### src/rtl/thermev_pkg.sv
package thermev_pkg;
    localparam int CFG_W      = 16;
    localparam int B_MODE     = 0;
    localparam int B_POL      = 1;
    localparam int B_CRITONLY = 2;
    localparam int B_OE       = 3;
    localparam int B_STAT     = 4;
    localparam int B_CLR      = 5;
    localparam int B_LKWIN    = 6;
    localparam int B_LKCRIT   = 7;
    localparam int B_SHUT     = 8;
    localparam int RSV_LO     = 9;

    typedef enum logic [1:0] {
        EV_QUIET   = 2'd0,
        EV_FOLLOW  = 2'd1,
        EV_LATCHED = 2'd2,
        EV_SPENT   = 2'd3
    } ev_state_t;

    typedef struct packed {
        logic shut;
        logic lk_crit;
        logic lk_win;
        logic oe;
        logic crit_only;
        logic pol;
        logic irq_mode;
    } cfg_t;
endpackage

### src/rtl/thermev_cfg_reg.sv
module thermev_cfg_reg
    import thermev_pkg::*;
(
    input  logic             clk,
    input  logic             rst_n,
    input  logic             wr_en,
    input  logic [CFG_W-1:0] wr_data,
    output cfg_t             cfg,
    output logic             clr_req
);
    logic locked;

    assign locked  = cfg.lk_win | cfg.lk_crit;
    assign clr_req = wr_en & wr_data[B_CLR];

    always_ff @(posedge clk or negedge rst_n) begin
        if (!rst_n) begin
            cfg <= '0;
        end else if (wr_en) begin
            // mode fields follow the lock state from before this write
            cfg.irq_mode  <= locked ? cfg.irq_mode  : wr_data[B_MODE];
            cfg.pol       <= locked ? cfg.pol       : wr_data[B_POL];
            cfg.crit_only <= locked ? cfg.crit_only : wr_data[B_CRITONLY];
            cfg.oe        <= locked ? cfg.oe        : wr_data[B_OE];
            // locks only accumulate
            cfg.lk_win    <= cfg.lk_win  | wr_data[B_LKWIN];
            cfg.lk_crit   <= cfg.lk_crit | wr_data[B_LKCRIT];
            // shutdown: clear always allowed, set only when unlocked
            cfg.shut      <= wr_data[B_SHUT] & (~locked | cfg.shut);
        end
    end
endmodule

### src/rtl/thermev_detect.sv
module thermev_detect #(
    parameter int TW = 13
) (
    input  logic [TW-1:0] temp_code,
    input  logic [TW-1:0] upper_lim,
    input  logic [TW-1:0] lower_lim,
    input  logic [TW-1:0] crit_lim,
    output logic          win_viol,
    output logic          crit_viol
);
    logic signed [TW-1:0] t_s, hi_s, lo_s, cr_s;

    assign t_s  = $signed(temp_code);
    assign hi_s = $signed(upper_lim);
    assign lo_s = $signed(lower_lim);
    assign cr_s = $signed(crit_lim);

    assign win_viol  = (t_s > hi_s) | (t_s < lo_s);
    assign crit_viol = (t_s > cr_s);
endmodule

### src/rtl/thermev_event_fsm.sv
module thermev_event_fsm
    import thermev_pkg::*;
(
    input  logic clk,
    input  logic rst_n,
    input  logic cond,
    input  logic crit_viol,
    input  logic irq_mode,
    input  logic shut,
    input  logic clr_req,
    output logic asserted
);
    ev_state_t st, st_nx;
    logic      clr_ok;

    assign clr_ok = clr_req & ~crit_viol;

    always_ff @(posedge clk or negedge rst_n) begin
        if (!rst_n) st <= EV_QUIET;
        else        st <= st_nx;
    end

    always_comb begin
        st_nx = st;
        unique case (st)
            EV_QUIET: begin
                if (shut)          st_nx = EV_QUIET;
                else if (cond)     st_nx = irq_mode ? EV_LATCHED : EV_FOLLOW;
            end
            EV_FOLLOW: begin
                if (shut || !cond) st_nx = EV_QUIET;
                else if (irq_mode) st_nx = EV_LATCHED;
            end
            EV_LATCHED: begin
                if (shut)          st_nx = EV_QUIET;
                else if (!irq_mode) st_nx = cond ? EV_FOLLOW : EV_QUIET;
                else if (clr_ok)   st_nx = cond ? EV_SPENT : EV_QUIET;
            end
            EV_SPENT: begin
                if (shut || !irq_mode || !cond) st_nx = EV_QUIET;
            end
        endcase
    end

    always_comb begin
        unique case (st)
            EV_FOLLOW, EV_LATCHED: asserted = 1'b1;
            EV_QUIET, EV_SPENT:    asserted = 1'b0;
        endcase
    end
endmodule

### src/rtl/thermev_ctrl.sv
module thermev_ctrl
    import thermev_pkg::*;
#(
    parameter int TW = 13
) (
    input  logic             clk,
    input  logic             rst_n,
    input  logic             wr_en,
    input  logic [CFG_W-1:0] wr_data,
    output logic [CFG_W-1:0] rd_data,
    input  logic [TW-1:0]    temp_code,
    input  logic [TW-1:0]    upper_lim,
    input  logic [TW-1:0]    lower_lim,
    input  logic [TW-1:0]    crit_lim,
    output logic             evt_pin,
    output logic             sense_en,
    output logic             win_thr_wr_en,
    output logic             crit_thr_wr_en
);
    localparam int RSV_W = CFG_W - RSV_LO;

    cfg_t cfg;
    logic clr_req, win_viol, crit_viol, cond, asserted, drive;

    thermev_cfg_reg u_cfg (
        .clk     (clk),
        .rst_n   (rst_n),
        .wr_en   (wr_en),
        .wr_data (wr_data),
        .cfg     (cfg),
        .clr_req (clr_req)
    );

    thermev_detect #(.TW(TW)) u_det (
        .temp_code (temp_code),
        .upper_lim (upper_lim),
        .lower_lim (lower_lim),
        .crit_lim  (crit_lim),
        .win_viol  (win_viol),
        .crit_viol (crit_viol)
    );

    assign cond = ~cfg.shut & (crit_viol | (~cfg.crit_only & win_viol));

    thermev_event_fsm u_fsm (
        .clk       (clk),
        .rst_n     (rst_n),
        .cond      (cond),
        .crit_viol (crit_viol),
        .irq_mode  (cfg.irq_mode),
        .shut      (cfg.shut),
        .clr_req   (clr_req),
        .asserted  (asserted)
    );

    assign drive          = asserted & cfg.oe & ~cfg.shut;
    assign evt_pin        = drive ? cfg.pol : ~cfg.pol;
    assign sense_en       = ~cfg.shut;
    assign win_thr_wr_en  = ~cfg.lk_win;
    assign crit_thr_wr_en = ~cfg.lk_crit;

    assign rd_data = {{RSV_W{1'b0}}, cfg.shut, cfg.lk_crit, cfg.lk_win,
                      1'b0, drive, cfg.oe, cfg.crit_only, cfg.pol, cfg.irq_mode};
endmodule

### config.mk
export PLATFORM = sky130hd
export DESIGN_NAME = thermev_ctrl
export DESIGN_NICKNAME = d
export VERILOG_FILES = /design/src/rtl/thermev_pkg.sv /design/src/rtl/thermev_cfg_reg.sv /design/src/rtl/thermev_detect.sv /design/src/rtl/thermev_event_fsm.sv /design/src/rtl/thermev_ctrl.sv
export SDC_FILE = /design/constraint.sdc
export NUM_CORES = 1
export LEC_CHECK = 0
export CORE_ASPECT_RATIO = 0.6
export CORE_MARGIN = 2
export CORE_UTILIZATION = 35
export DETAILED_ROUTE_END_ITERATION = 10
export DONT_BUFFER_PORTS = 1
export HOLD_SLACK_MARGIN = 0.06
export PLACE_DENSITY = 0.54
export RECOVER_POWER = 100
export SLEW_MARGIN = 10
export SYNTH_ARGS = -nofsm -noshare
export SYNTH_HDL_FRONTEND = slang
export SYNTH_SLANG_ARGS = --single-unit
### constraint.sdc
create_clock -name clk -period 1.9 [get_ports clk]
set_input_delay 0.38 -clock clk [delete_from_list [all_inputs] [get_ports clk]]
set_output_delay 0.38 -clock clk [all_outputs]
set_load 0.01 [all_outputs]
* After elaboration in Yosys (flattened, before gate mapping) *
Index checks and enable logic that the tools add are counted.

storage, ports and cells
  flip-flop bits (word level) = 9
  memories = 0
  bits in read-only memories = 0
  memory bits (writable) = 0
  latch bits = 0

operators by class
  equal/unequal tests = 7
  add/sub/neg operators = 0
  div/mod/pow operators = 0
  bitwise operators = 20
  $mul = 0
  reduce and logical (&&, ||, !) cells = 10
  multiplexer cells = 14
  shift operators = 0
  order comparisons = 3

operator list
  operator            number
  $gt 13x13->1        2
  $mux 2              10
  $lt 13x13->1        1
  $pmux 2 s4          1
  $and 1x1->1         7
  $not 1->1           7
  $ne 3x2->1 const B  2
  $or 1x1->1          6
  $eq 2x2->1 const B  2
  $ne 4x3->1 const B  1
  $reduce_and 4->1    1
  $reduce_or 2->1     2
  $logic_or 1x1->1    3
  $eq 2x1->1 const B  1
  $logic_not 1->1     2
  $logic_not 2->1     1
  $mux 1              2
  $ne 2x1->1 const B  1
  $pmux 1 s2          1
  $reduce_and 2->1    1

* Logic depth before layout (Yosys ltp) *
  word-level depth = 10
  depth in mapped cells = 10
  mapped depth without buffers = 10

* Cells and area by module *
A second synthesis with hierarchy kept.

second synthesis, totals
  cells, all modules = 200
  area, all modules = 1632.8 um2

modules (own cells, without submodules)
  module             sequential area each (um2)  cells each  instances  area an instance (um2)
  thermev_detect     0.0                         136         1          985.9
  thermev_cfg_reg    175.2                       17          1          276.5
  thermev_event_fsm  50.0                        29          1          234.0
  thermev_ctrl       0.0                         18          1          136.4

* Worst setup path before layout *
OpenSTA, ideal clock, no wires.

  path type = input to register
  start = input lower_lim[10]
  end = register u_fsm.st[1]
  required time = 1818 ps
  stages on the path = 10
  arrival time = 2404 ps
  setup slack = -586 ps
  cells stage by stage = inv_1 -> ha_1 -> a21oi_1 -> o21ai_0 -> a311o_2 -> a41oi_2 -> mux2_4 -> or2_4 -> o311a_1 -> o22ai_1

on the way
  word-level cells in the longest chain between the ends = 10
  elaborated cells on any way between the ends = 18
  those cells by class = order compare (1); eq/ne (3); mux (6); bitwise (4); reduce/logical (4)

ends and longest elaborated chain
  element               RTL line                 RTL
  start, declared       thermev_ctrl.sv:13       input logic [TW-1:0] lower_lim,
  $lt 13x13->1 (*)      thermev_detect.sv:18     assign win_viol = (t_s > hi_s) | (t_s < lo_s);
  $or 1x1->1 (*)        thermev_detect.sv:18
  $and 1x1->1 (*)       thermev_ctrl.sv:43       assign cond = ~cfg.shut & (crit_viol | (~cfg.crit_only & win_viol));
  $or 1x1->1 (*)        thermev_ctrl.sv:43
  $and 1x1->1 (*)       thermev_ctrl.sv:43
  $mux 2 (2 in series)  thermev_event_fsm.sv:37  else if (clr_ok) st_nx = cond ? EV_SPENT : EV_QUIET;
  $mux 2                thermev_event_fsm.sv:36  else if (!irq_mode) st_nx = cond ? EV_FOLLOW : EV_QUIET;
  $mux 2                thermev_event_fsm.sv:35  if (shut) st_nx = EV_QUIET;
  $pmux 2 s4            thermev_event_fsm.sv:25  unique case (st)
  end signal, assigned  thermev_event_fsm.sv:20  else st <= st_nx;
  end, declared         thermev_event_fsm.sv:13  ev_state_t st, st_nx;

Every way passes the cells marked *; elsewhere a longest branch is shown, timed or not. The select of a mux whose other input is x is not followed.
A chain may end at the register's enable or synchronous reset.

* Final worst setup path *
  start = input lower_lim[6]
  end = register u_fsm.st[0]

Same word-level chain as after synthesis.

==> summary.txt <==
Hold Crit Start = wr_en
largest net degree at the start of global routing = 10
setup slack, reg-to-reg = 0.28 ns
global-route wire length before repair = 6560 um
Inserted Clock Buffers = 3
maximum VDD drop = 0.650 mV
ANT cells = 0
Vias = 1357
power per cell area = 505 nW/um^2
P_leak = 1.00 nW
critical path's top delay family = compound AO/OA/AOI/OAI gates
final instance area = 1940 sq um
Logic pwr share = 0.542
CTS tree = built
min setup slack post-route = -0.344 ns
WP data required = 2.05 ns
Die W = 91.9 um
Routed WL = 3970 um
Tmin final = 2.24 ns
Die Y = 56.7 um
Final TNS setup = -0.681 ns
DP Worst Slack = -0.684 ns
Residual DRC = 0
Final Setup Violations = 2
sequential area share after synthesis = 0.139
Core ar. = 4520 sq um
number of synthesized register bits = 9
Overflow after GRT = 0
status = finished, violations left
drt initial violations = 59
Buffers on Ports = 0
cell taking the most area after synthesis = ha_1
Net Sw Frac = 0.374
YS warnings = 0
drt wl/cell = 14.0 um
Mapped Cells = 209
Hold Path Sink = u_cfg.cfg[6]$_DFFE_PN0P_
mean post-synth cell area = 7.76 sq um
latest clock arrival within the worst-skew pair = 0.23 ns
crit path cell chain = inv_12 -> ha_4 -> a21oi_4 -> nor3_2 -> a311o_2 -> a41oi_2 -> mux2_4 -> or2_4 -> o311a_1 -> o22ai_1
Slew Viols, Final = 0
IO Count = 91
CTS clk-pin slew, worst paths = 0.04 ns
Setup crit end kind = flop
reg2reg start = u_cfg.cfg[2]$_DFFE_PN0P_
CP Buf/Inv Count = 1
Initial Utilization = 0.359
RSZ-0062 raised after global routing = yes
Critical Path AT = 2.40 ns
GRT Util Overall = 0.158
Yosys cell types = 40
vias per cell = 4.78
placed cell area = 1840 sq um
max cap viols = 0
clock share of power = 0.224
Power Internal = 612 uW
Routed Antenna Nets = 0
clk sinks = 9
CTS Buffer Depth = 2
nets = 335
Seq pwr share = 0.234
failing checks = setup timing
worst-path fanout max = 4
Crit Path Category = in2reg
htree depth = 1
row count = 19
Final Util = 0.429
reg2reg end = u_fsm.st[0]$_DFFE_PN0P_
Hold Vio Cnt, Final = 0
FF-to-FF path depth = 5
DP HPWL = 3650 um
critical path's slowest cell = a311o_2
achievable frequency = 0.446 GHz
crit path launch type = primary input
vias in the first global route = 1314
Final Skew = 0.000466 ns
post-synthesis cell area = 1620 sq um
hold depth = 1
Clk Tree Root Cell = clkbuf_8
hold crit path type = in2reg
initial antenna violation count = 0
Final GP Congestion = 0.770
Synth-to-Final Area Change = 19.4%
die area = 5210 sq um
Slowest Stage Delay on Critical Path = 0.37 ns
sw power = 366 uW
Synth area leaders = ha_1 32%, dfrtp_1 14%, inv_1 11%, buf_4 5.1%, a21oi_1 4.6%
layout cells sized above 1 = 0.204
Final Cycle Share = 1.18
Detailed Routing Iterations Pass 1 = 4
post-synth top area share = 0.324
cells in the mapped netlist, drive strengths merged:
library cell and count:
a21boi 1, xnor2 1, mux2 4, nand4 6, a31oi 1, a31o 1
nor3 1, dfrtp 9, o2111ai 1, a21o 2, a311o 1, nand3b 1
a311oi 2, o31ai 2, ha 42, o21ai 8, o22ai 3, o211ai 1
clkbuf 1, nor2b 1, o21bai 2, nand2 13, and3 2, nor3b 1
mux2i 2, conb 1, nor2 12, nor4 1, nand2b 2, nand3 5
inv 48, a21oi 15, o311a 1, a41oi 1, or2 1, or4 1
nor4b 1, buf 11
logic make-up (layout without fill, tap and decap cells):
logic type	after synthesis	count (layout)	share of synthesized area
adder cells (fa/ha/maj)	42	42	0.324
buffers and inverters	60	65	0.164
AO/OA/AOI/OAI	42	42	0.172
XOR/XNOR	1	1	0.00540
other	1	8	0.00231
flip-flops	9	9	0.139
multiplexers	6	6	0.0424
AND/OR/NAND/NOR	48	48	0.150
metal layers:
layer	up-vias	global-route usage	wire length, um	share of wire
met5	-	0	0	0
met4	0	0.0192	13	0.0033
met3	2	0.0322	226	0.057
met2	42	0.201	1430	0.36
met1	594	0.268	2300	0.58
li1	719	-	-	-
timing repair:
item,4_1_cts,5_1_grt
pin swaps,7,6
hold buffers,1,0
endpoints found under the setup margin,2,3
endpoints found under the hold margin,9,0
gates resized for setup,7,5
setup buffers,0,0
per-stage QoR:
stage / hold slack (ns) / total power, mW / cells
floorplan: 0.0844 / 0.624 / 216
global placement: 0.0846 / 0.747 / 279
detailed placement: 0.0846 / 0.739 / 279
CTS: 0.226 / 0.978 / 284
global route: 0.223 / 1.09 / 284
finish: 0.230 / 0.978 / 284
sequential cells by signal, summed over array words and instances (netlist names):
register / flops
u_cfg.cfg: 7
u_fsm.st: 2
worst max-delay path by stage:
| stage | start | to | slack [ns] | cells past startpoint |
|---|---|---|---|---|
| final | lower_lim[6] | u_fsm.st[0]$_DFFE_PN0P_ | -0.34 | 10 |
| after global routing | temp_code[8] | u_fsm.st[1]$_DFFE_PN0P_ | -0.43 | 9 |
| after CTS | lower_lim[6] | u_fsm.st[1]$_DFFE_PN0P_ | -0.33 | 10 |
| after detailed placement | lower_lim[10] | u_fsm.st[1]$_DFFE_PN0P_ | -0.68 | 10 |
| after global placement | lower_lim[6] | u_fsm.st[1]$_DFFE_PN0P_ | -0.66 | 10 |
| after floorplan | lower_lim[8] | u_fsm.st[1]$_DFFE_PN0P_ | -0.54 | 10 |
power by group through the flow:
stage | sequential, mW | combinational, mW | clock [mW]
after floorplan | 0.227 | 0.397 | 0
after global placement | 0.231 | 0.515 | 0
after detailed placement | 0.231 | 0.509 | 0
after CTS | 0.228 | 0.524 | 0.227
after global routing | 0.230 | 0.620 | 0.240
final | 0.228 | 0.530 | 0.219
layout make-up:
type | instances | area (sq um)
timing repair buffer | 13 | 96.3
inverter | 48 | 210
tap | 63 | 78.8
multi-input combinational | 147 | 1280
fill | 486 | 2580
clock buffer | 4 | 45.0
sequential | 9 | 225
placed cells by master, fill, tap and decap left out, types with 2 or more instances in the layout:
master    synthesis  final
a21o_1            2      2
a21oi_1          15     12
a21oi_2           0      2
and3_1            2      2
buf_4            11     11
clkbuf_1          1      2
clkbuf_8          0      3
conb_1            1      8
dfrtp_1           9      9
ha_1             42     34
ha_4              0      7
inv_1            48     41
inv_12            0      2
inv_2             0      3
inv_4             0      2
mux2_2            3      3
mux2i_1           2      2
nand2_1          13     12
nand2b_1          2      2
nand3_1           5      5
nand4_1           6      6
nor2_1           12     12
o21ai_0           8      6
o21ai_1           0      2
o21bai_1          2      2
o22ai_1           3      3
(Power assumes the default switching activity.)
